===== src/rtl/sref_pkg.sv =====
package sref_pkg;

  // Link clocks per local multiframe when four octets move per clock.
  function automatic int unsigned mf_clocks(input int unsigned f_oct, input int unsigned k_frm);
    return (f_oct * k_frm) / 4;
  endfunction

  // High time of the strobe: half the period, never below one cycle.
  function automatic int unsigned hi_clocks(input int unsigned period);
    return (period / 2 < 1) ? 1 : period / 2;
  endfunction

  // Counter width able to hold 0..period-1, at least one bit.
  function automatic int unsigned cnt_bits(input int unsigned period);
    return (period > 1) ? $clog2(period) : 1;
  endfunction

endpackage


===== src/rtl/sref_mf_counter.sv =====
module sref_mf_counter #(
  parameter int unsigned PERIOD = 8,
  localparam int unsigned CW    = sref_pkg::cnt_bits(PERIOD)
) (
  input  logic          clk_i,
  input  logic          rst_i,
  output logic [CW-1:0] cnt_q,
  output logic [CW-1:0] cnt_nxt,
  output logic          wrap
);

  localparam logic [CW-1:0] LAST = CW'(PERIOD - 1);

  assign wrap    = (cnt_q == LAST);
  assign cnt_nxt = wrap ? '0 : cnt_q + 1'b1;

  always_ff @(posedge clk_i) begin
    if (rst_i) cnt_q <= '0;
    else       cnt_q <= cnt_nxt;
  end

  // phase never leaves the multiframe range
  a_r1_phase_in_range: assert property (@(posedge clk_i) disable iff (rst_i)
    cnt_q <= LAST);

endmodule


===== src/rtl/sref_pulse_gate.sv =====
module sref_pulse_gate #(
  parameter int unsigned PERIOD = 8,
  localparam int unsigned CW    = sref_pkg::cnt_bits(PERIOD),
  localparam int unsigned HI    = sref_pkg::hi_clocks(PERIOD)
) (
  input  logic          clk_i,
  input  logic          rst_i,
  input  logic          en_i,
  input  logic          wrap,
  input  logic [CW-1:0] cnt_nxt,
  output logic          active_q,
  output logic          pulse_q
);

  localparam logic [CW:0] HI_W = (CW+1)'(HI);

  logic active_nxt;

  // The enable is only latched on a boundary, so a period is all-or-nothing.
  assign active_nxt = wrap ? en_i : active_q;

  always_ff @(posedge clk_i) begin
    if (rst_i) begin
      active_q <= 1'b0;
      pulse_q  <= 1'b0;
    end else begin
      active_q <= active_nxt;
      pulse_q  <= active_nxt && ({1'b0, cnt_nxt} < HI_W);
    end
  end

  // the latched enable changes only right after a boundary
  a_r4_enable_on_wrap: assert property (@(posedge clk_i) disable iff (rst_i)
    (active_q != $past(active_q)) |-> $past(wrap));

endmodule


===== src/rtl/sysref_lmfc_gen.sv =====
module sysref_lmfc_gen #(
  parameter int unsigned FRAME_OCTETS = 1,
  parameter int unsigned MF_FRAMES    = 32,
  localparam int unsigned PERIOD = sref_pkg::mf_clocks(FRAME_OCTETS, MF_FRAMES),
  localparam int unsigned HI     = sref_pkg::hi_clocks(PERIOD),
  localparam int unsigned CW     = sref_pkg::cnt_bits(PERIOD)
) (
  input  logic clk_i,
  input  logic rst_i,
  input  logic en_i,
  output logic sysref_o,
  output logic lmfc_o
);

  generate
    if (((FRAME_OCTETS * MF_FRAMES) % 4 != 0) || (PERIOD < 1)) begin : g_bad_cfg
      initial $error("frame octets times frames per multiframe must be a positive multiple of 4");
    end
  endgenerate

  logic [CW-1:0] cnt_q;
  logic [CW-1:0] cnt_nxt;
  logic          mf_wrap;
  logic          gate_active;
  logic          lmfc_q;

  sref_mf_counter #(.PERIOD(PERIOD)) u_cnt (
    .clk_i   (clk_i),
    .rst_i   (rst_i),
    .cnt_q   (cnt_q),
    .cnt_nxt (cnt_nxt),
    .wrap    (mf_wrap)
  );

  sref_pulse_gate #(.PERIOD(PERIOD)) u_gate (
    .clk_i    (clk_i),
    .rst_i    (rst_i),
    .en_i     (en_i),
    .wrap     (mf_wrap),
    .cnt_nxt  (cnt_nxt),
    .active_q (gate_active),
    .pulse_q  (sysref_o)
  );

  // Boundary strobe registered so it lines up with the registered pulse.
  always_ff @(posedge clk_i) begin
    if (rst_i) lmfc_q <= 1'b0;
    else       lmfc_q <= mf_wrap;
  end
  assign lmfc_o = lmfc_q;

  // every pulse starts on a multiframe boundary
  a_r5_rise_on_boundary: assert property (@(posedge clk_i) disable iff (rst_i)
    $rose(sysref_o) |-> lmfc_o);

  // nothing leaves reset enabled
  a_r2_quiet_after_reset: assert property (@(posedge clk_i)
    $past(rst_i) |-> (!sysref_o && !lmfc_o && !gate_active));

  generate
    if (PERIOD > 1) begin : g_multi
      // boundary strobe lasts one cycle
      a_r1_single_strobe: assert property (@(posedge clk_i) disable iff (rst_i)
        lmfc_o |=> !lmfc_o);
      // a pulse ends only once its full width has elapsed
      a_r3_full_width: assert property (@(posedge clk_i) disable iff (rst_i)
        $fell(sysref_o) |-> (cnt_q == CW'(HI)));
    end
  endgenerate

endmodule


===== config.mk =====
export PLATFORM = sky130hd
export DESIGN_NAME = sysref_lmfc_gen
export DESIGN_NICKNAME = d
export VERILOG_FILES = /design/src/rtl/sref_pkg.sv /design/src/rtl/sref_mf_counter.sv /design/src/rtl/sref_pulse_gate.sv /design/src/rtl/sysref_lmfc_gen.sv
export SDC_FILE = /design/constraint.sdc
export NUM_CORES = 1
export LEC_CHECK = 0
export BUFFER_PORTS_ARGS = -buffer_cell sky130_fd_sc_hd__buf_2
export CAP_MARGIN = 20
export CORE_AREA = 5 5 42 44
export CTS_CLUSTER_DIAMETER = 50
export DETAILED_ROUTE_END_ITERATION = 8
export DIE_AREA = 0 0 47 49
export SLEW_MARGIN = 20
export SYNTH_ARGS = -nofsm -noshare
export SYNTH_HDL_FRONTEND = slang
export SYNTH_SLANG_ARGS = --single-unit

===== constraint.sdc =====
create_clock -name clk_i -period 1.2 [get_ports clk_i]
set_input_delay 0.06 -clock clk_i [delete_from_list [all_inputs] [get_ports clk_i]]
set_output_delay 0.06 -clock clk_i [all_outputs]
set_load 0.05 [all_outputs]

==> metrics.cfg, run 1 <==
[outcome]
status=finished, final reports clean

[clock_network]
clk_transition_reported_paths_ns=0.04
cts_buffers=3
hold_buffers=0
cts_tree=yes
clkLatencyLatePin_ns=0.24
cts-htree-levels=1
cts_max_path_buffers=2
cts_setup_buffers=0
cts_root_buf=clkbuf_4
clock-sinks=6
cts_resized=0

[global_routing]
grt_max_degree=7
grt.total_usage=0.0303
grt_pass1_vias=117
grt_antenna_before_repair=0
grt_overflow_total=0
grt_pass1_wl_um=441

[yosys]
ys_seq_elements=6
syn_area_per_cell_um2=12.9
synth_compound_area_frac=0
seq_area_frac_synth=0.619
synth_cell_types=8
yosysWarnings=0
synthAdderAreaFrac=0.129
synth.area.mux_share=0.0516
netlist_area_um2=194
synth_top_family_by_area=simple AND/OR/NAND/NOR gates
synth_nets=20
synth_xor_area_frac=0
synthSimpleGateAreaFrac=0.200
synthCells=15

[layout]
final_common_cell=dfxtp_1
drive_gt1_frac=0.455
antenna-diode-count=0
multiInputGateArea_um2=88.8
layout_common_cells=dfxtp_1 (6), buf_2 (4), clkbuf_4 (3)
design_area_um2=272
seqCellArea_um2=120
area_growth_pct=40.0
final_nets=29
nFillCells=162

[setup_path]
start_kind=register
end_kind=register
cp.required_ns=1.33
critical_path_peak_fanout=4
critPathKind=register to register
cp_data_arrival_time_ns=1.26

[floorplanning]
floorplan.initialDensity=0.138
rows=14
core_area_mm2=0.00140
dieArea_mm2=0.00230
die_width_um=47
die_y_um=49
ios=5

[sta]
timing.final.crit_share=0.944
relSlewSlack=0.834
min_period_ns=1.13
hold_viol=0
grt_setup_unrepaired=false
setup_ws_ns=0.0666
slew_violations=0
tightest_slew_ns=0.251
finalClockSkew_ns=0.000327
clock.fmax_mhz=882
setup_tns_ns=0
setup_violations=0

[power]
power_mw=0.410
power_per_cell_area_mw_per_mm2=1510
peakVddDrop_mv=0.534
p_leak_nw=0.116

[routing]
drc=0
totalWireLength_um=274
drt-wirelength-per-cell_um=7.21
ant_nets=0
vias_per_cell=3.45
vias=131
drtPass1Iterations=3
detail_route.iter0.violations=1

[placement]
pre_cts_slack_ns=0.0272
placement.io_buffers=4
place_congestion=0.683
placed_area_um2=234

[min_path]
hp-class=primary input to register

[flow_run]
cap_violations=0

[power breakdown]
| part | total (mW) | switching (mW) | internal [mW] |
|---|---|---|---|
| registers | 0.212 | 0.00308 | 0.209 |
| clock network | 0.173 | 0.0611 | 0.112 |
| logic | 0.0240 | 0.0116 | 0.0124 |
[area by class of cell]
class,instances,area share
clock buffer,3,0.0829
multi-input combinational,9,0.327
sequential,6,0.442
tap,16,0.0737
timing repair buffer,4,0.0737
[state kept, by name (all words and copies together) (netlist names)]
signal and flops:
u_cnt.cnt_q 3, lmfc_o 1, u_gate.active_q 1, u_gate.pulse_q 1
[metal layers]
| metal | global-route usage | wire [um] | part of all wire |
|---|---|---|---|
| met5 | 0 | 0 | 0 |
| met1 | 0.0332 | 126 | 0.46 |
| met3 | 0.0443 | 55 | 0.20 |
| met2 | 0.0294 | 92 | 0.34 |
| met4 | 0.0138 | 0 | 0 |
[synth_stat cells (all sizes together)]
cell type | n | area share
dfxtp | 6 | 0.62
ha | 2 | 0.13
mux2i | 1 | 0.052
nor2 | 1 | 0.019
nor2b | 2 | 0.065
nor3 | 2 | 0.077
nor3b | 1 | 0.039
[path summary, 6_finish.rpt]
check	from	end	slack [ns]	depth (start not counted)
hold reg to reg	u_cnt.cnt_q[0]	u_cnt.cnt_q[0]	0.43	1
hold / removal	rst_i	lmfc_o	0.07	2
setup reg to reg	u_cnt.cnt_q[0]	u_gate.active_q	0.07	4
setup / recovery	u_cnt.cnt_q[0]	u_gate.active_q	0.07	4
[critical path, cell delays in order (launching register included)]
cell,delay [ns]
dfxtp_1,0.32
ha_1,0.16
ha_2,0.24
mux2i_4,0.25
nor2_1,0.05
[through the flow]
step | cells | util | hold slack (ns)
2_1_floorplan | 15 | - | 0.131
3_3_place_gp | 35 | 0.167 | 0.320
3_5_place_dp | 35 | 0.167 | 0.316
4_1_cts | 38 | 0.183 | 0.0636
5_1_grt | 38 | 0.194 | 0.0870
6_report | 38 | 0.194 | 0.0717
[logic make-up (layout without fill, tap and decap cells)]
logic type / Yosys count / after routing
muxes: 1 / 1
buffers and inverters: 0 / 7
and+or+nand+nor: 6 / 6
DFF: 6 / 6
adders and majority gates: 2 / 2
No activity file was read; power rests on OpenSTA's default activity.
==> inputs of run 2 (changes only) <==
Clock period 1.2 ns to 1.24 ns, I/O delays scaled along.
==> run 2 against run 1 <==
Core utilization down 0.63 points. Fmax fell by 0.14%. Register-to-register slack improved by 0.04 ns. Die area unchanged. Critical path depth did not move. Sequential share of layout area rose by 1.5 points. Combinational power decreased by 7%. Non-clock buffer count unchanged. Cell area shrank 3.2%. First-iteration DRC count stayed put. Total power down 3.5%. Clock skew stayed put.
==> metrics.cfg, run 2 (synthesis gave the netlist of run 1 again) <==
[placement]
placed_area_um2=234  ; unchanged
placement.io_buffers=4  ; unchanged
place_inst=35  ; unchanged
pre_cts_slack_ns=0.0672  ; +0.0400 ns
place_congestion=0.683  ; unchanged

[sta]
tightest_slew_ns=0.252  ; +0.000418 ns
clock.fmax_mhz=881  ; -0.14%
hold_viol=0  ; unchanged
min_period_ns=1.13  ; +0.00160 ns
grt_setup_unrepaired=false
timing.final.crit_share=0.915  ; -0.0292
relSlewSlack=0.833  ; about the same
setup_ws_ns=0.105  ; +0.0384 ns
setup_tns_ns=0  ; unchanged
setup_violations=0  ; unchanged
finalClockSkew_ns=0.000327  ; unchanged
slew_violations=0  ; unchanged

[setup_path]
cp_data_arrival_time_ns=1.26  ; about the same
critPathLaunch=u_cnt.cnt_q[0]
critical_path_peak_fanout=4  ; unchanged
cp.required_ns=1.36  ; +0.03 ns
end_kind=register
start_kind=register
critPathKind=register to register
regToRegStartpoint=u_cnt.cnt_q[0]

[layout]
drive_gt1_frac=0.455  ; unchanged
nFillCells=160  ; -1.2%
final_cell_count_no_fill=38  ; unchanged
regMostFlops=u_cnt.cnt_q
antenna-diode-count=0  ; unchanged
seqCellArea_um2=120  ; unchanged
largest_reg_flops=3  ; unchanged
multiInputGateArea_um2=80.1  ; -9.9%
design_area_um2=263  ; -3.2%
area_growth_pct=35.5
final_common_cell=dfxtp_1
final_nets=29  ; unchanged
layout_common_cells=dfxtp_1 (6), buf_2 (4), clkbuf_4 (3)

[global_routing]
use_met2=0.0294  ; unchanged
grt_max_degree=7  ; unchanged
grtUsageMet3=0.0443  ; unchanged
grt_overflow_total=0  ; unchanged
grt.total_usage=0.0303  ; unchanged
busiest_layer=met3
grt_antenna_before_repair=0  ; unchanged
use_met1=0.0332  ; unchanged
grt_pass1_wl_um=441  ; unchanged
grt_pass1_vias=117  ; unchanged

[routing]
vias_per_cell=3.39  ; -1.5%
totalWireLength_um=274  ; unchanged
detail_route.iter0.violations=1  ; unchanged
drt-wirelength-per-cell_um=7.21  ; unchanged
ant_nets=0  ; unchanged
drtPass1Iterations=3  ; unchanged
vias=129  ; -1.5%
drc=0  ; unchanged

[outcome]
status=finished, final reports clean

[floorplanning]
rows=14  ; unchanged
die_width_um=47  ; unchanged
core_area_mm2=0.00140  ; unchanged
ios=5  ; unchanged
die_y_um=49  ; unchanged
dieArea_mm2=0.00230  ; unchanged
floorplan.initialDensity=0.138  ; unchanged

[clock_network]
cts_root_buf=clkbuf_4
hold_buffers=0  ; unchanged
cts_tree=yes
cts-htree-levels=1  ; unchanged
cts_buffers=3  ; unchanged
cts_max_path_buffers=2  ; unchanged
clkLatencyLatePin_ns=0.24  ; about the same
clock-sinks=6  ; unchanged
clk_transition_reported_paths_ns=0.04  ; about the same

[min_path]
min_from=rst_i
hp-class=primary input to register

[power]
peakVddDrop_mv=0.496  ; -7.1%
power_per_cell_area_mw_per_mm2=1510  ; -0.28%
p_leak_nw=0.114  ; -1.4%

[flow_run]
cap_violations=0  ; unchanged

==> run 2: path summary, 6_finish.rpt <==
path	slack, ns	to	cells past startpoint
max	0.11	u_gate.active_q	4
min	0.07	lmfc_o	2
max reg2reg	0.11	u_gate.active_q	4
min reg2reg	0.43	u_cnt.cnt_q[0]	1
==> run 2: what timing repair did <==
action | 4_1_cts | 5_1_grt
resized for setup | 0 | 2
setup endpoints to repair | 0 | 2
setup buffers | 0 | 0
==> run 2: worst max-delay path: stages, from the launching register on <==
cell and delay [ns]:
dfxtp_1 0.32, ha_1 0.16, ha_2 0.22, mux2i_2 0.27, nor2_1 0.06
==> run 2: report_power, final <==
part,leakage (nW),switching [mW],internal [mW],total (mW)
Combinational,0.0516,0.0105,0.0116,0.0222
Sequential,0.0490,0.00293,0.203,0.206
Clock,0.0138,0.0591,0.109,0.168
==> run 2: routing by layer <==
layer  vias to the layer above  routed length [um]
li1                         65                   -
met4                         0                   0
met1                        57                 128
met2                         7                  89
met3                         0                  55
met5                         -                   0
==> run 2: layout make-up <==
cell class | count | area share
well taps | 16 | 0.0762
flip-flops and latches | 6 | 0.457
repair buffers | 4 | 0.0762
clock buffers | 3 | 0.0857
multi-input cells | 9 | 0.305
==> run 2: through the flow <==
step | util | hold slack (ns) | power (mW)
after global routing | 0.188 | 0.0890 | 0.415
after detailed placement | 0.167 | 0.318 | 0.230
final | 0.188 | 0.0737 | 0.396
after CTS | 0.183 | 0.0656 | 0.406
after global placement | 0.167 | 0.322 | 0.230
after floorplan | - | 0.133 | 0.221
==> inputs of run 3 (changes only) <==
Settings changed: RECOVER_POWER set to 50.
==> run 3 against run 2 <==
Register-to-register slack about the same. Clock power about the same. Sequential share of layout area increased by 0.44 points. Clock skew unchanged. Sequential power about the same. Critical endpoint unchanged. Flip-flop and latch count unchanged. Non-clock buffer count unchanged. Hold slack unchanged. Via count unchanged.
==> metrics.cfg, run 3 (synthesis gave the netlist of run 1 again) <==
[sta]
setup_ws_ns=0.105  ; unchanged
setup_tns_ns=0  ; unchanged
slew_violations=0  ; unchanged
grt_setup_unrepaired=false
hold_viol=0  ; unchanged
tightest_slew_ns=0.601  ; +0.349 ns
min_period_ns=1.13  ; unchanged
setup_violations=0  ; unchanged
clock.fmax_mhz=881  ; unchanged
relSlewSlack=0.601  ; -0.232
hold_slack_ns=0.0737  ; unchanged
finalClockSkew_ns=0.000327  ; unchanged
timing.final.crit_share=0.915  ; unchanged

[placement]
placed_area_um2=234  ; unchanged
place_congestion=0.683  ; unchanged
place_inst=35  ; unchanged
placement.io_buffers=4  ; unchanged
pre_cts_slack_ns=0.0672  ; unchanged

[power]
seqPwrFrac=0.520  ; about the same
clock_power_share=0.424  ; about the same
p_int_mw=0.323  ; about the same
power_mw=0.395  ; about the same
netSwitchingFraction=0.184  ; about the same
power_per_cell_area_mw_per_mm2=1520  ; +0.95%
peakVddDrop_mv=0.496  ; about the same
p_sw_mw=0.0726  ; about the same
p_leak_nw=0.106  ; -7.7%
combPwrFrac=0.056  ; about the same

[clock_network]
cts_setup_buffers=0  ; unchanged
cts_resized=0  ; unchanged
cts-htree-levels=1  ; unchanged
cts_buffers=3  ; unchanged
clk_transition_reported_paths_ns=0.04  ; about the same
hold_buffers=0  ; unchanged
clkLatencyLatePin_ns=0.24  ; about the same
clock-sinks=6  ; unchanged
cts_max_path_buffers=2  ; unchanged
cts_tree=yes
cts_root_buf=clkbuf_4

[setup_path]
end_kind=register
cp.required_ns=1.36  ; about the same
path_cells=ha_1, ha_2, mux2i_2, nor2_1
start_kind=register
cpMaxStageDelayCell=dfxtp_1
cp_data_arrival_time_ns=1.26  ; about the same
crit_family=adder cells
crit_buf_inv=0  ; unchanged
slowest_delay_ns=0.32  ; about the same
critical_path_peak_fanout=4  ; unchanged
critPathKind=register to register

[layout]
design_area_um2=260  ; -0.95%
area_growth_pct=34.2
final_cell_count_no_fill=38  ; unchanged
multiInputGateArea_um2=80.1  ; unchanged
final_nets=29  ; unchanged
final_common_cell=dfxtp_1
largest_reg_flops=3  ; unchanged
antenna-diode-count=0  ; unchanged
layout_common_cells=dfxtp_1 (6), clkbuf_4 (3), nor2b_1 (2), buf_2 (2), clkbuf_1 (2)
regMostFlops=u_cnt.cnt_q
drive_gt1_frac=0.364  ; -0.0909
seqCellArea_um2=120  ; unchanged
nFillCells=161  ; +0.63%
final_util=0.186  ; -0.00179

[global_routing]
grt_pass1_wl_um=441  ; unchanged
grt_max_degree=7  ; unchanged
grt_overflow_total=0  ; unchanged
grt_antenna_before_repair=0  ; unchanged
grt_pass1_vias=117  ; unchanged
grt.total_usage=0.0303  ; unchanged

[floorplanning]
core_area_mm2=0.00140  ; unchanged
die_y_um=49  ; unchanged
die_width_um=47  ; unchanged
ios=5  ; unchanged
floorplan.initialDensity=0.138  ; unchanged
rows=14  ; unchanged
dieArea_mm2=0.00230  ; unchanged

[routing]
wl_met3_um=57  ; +3.6%
vias_per_cell=3.39  ; unchanged
wl_met1_um=130  ; +1.6%
dr_wl_met2_um=89  ; unchanged
vias=129  ; unchanged
drt-wirelength-per-cell_um=7.29  ; +1.1%
drtPass1Iterations=3  ; unchanged
detail_route.iter0.violations=1  ; unchanged
totalWireLength_um=277  ; +1.1%
drc=0  ; unchanged
top_layer=met3
ant_nets=0  ; unchanged

[outcome]
status=finished, final reports clean

[min_path]
hp-class=primary input to register

[flow_run]
cap_violations=0  ; unchanged

## run 3: per-layer routing
metal  vias up  GRT usage
li1         65          -
met1        57     0.0332
met2         7     0.0294
met3         0     0.0443
met4         0     0.0138
met5         -          0
## run 3: path summary, 6_finish.rpt
check	end	startpoint	slack [ns]	depth (start not counted)
hold reg to reg	u_cnt.cnt_q[0]	u_cnt.cnt_q[0]	0.43	1
hold / removal	lmfc_o	rst_i	0.07	2
setup / recovery	u_gate.active_q	u_cnt.cnt_q[0]	0.11	4
setup reg to reg	u_gate.active_q	u_cnt.cnt_q[0]	0.11	4
## run 3: final cells by class
type	instances	share of cell area
sequential	6	0.462
multi-input combinational	9	0.308
clock buffer	3	0.0865
tap	16	0.0769
timing repair buffer	4	0.0673
## run 3: worst register-to-register path, cell delays in order (launching register included)
cell     delay, ns
dfxtp_1       0.32
ha_1          0.16
ha_2          0.22
mux2i_2       0.27
nor2_1        0.06
## run 3: power groups by stage
stage                     sequential [mW]  clock, mW  combinational (mW)
after floorplan                     0.209          0              0.0123
after global placement              0.209          0              0.0210
after detailed placement            0.209          0              0.0217
after CTS                           0.205      0.179              0.0219
after global routing                0.206      0.182              0.0270
final                               0.206      0.168              0.0221
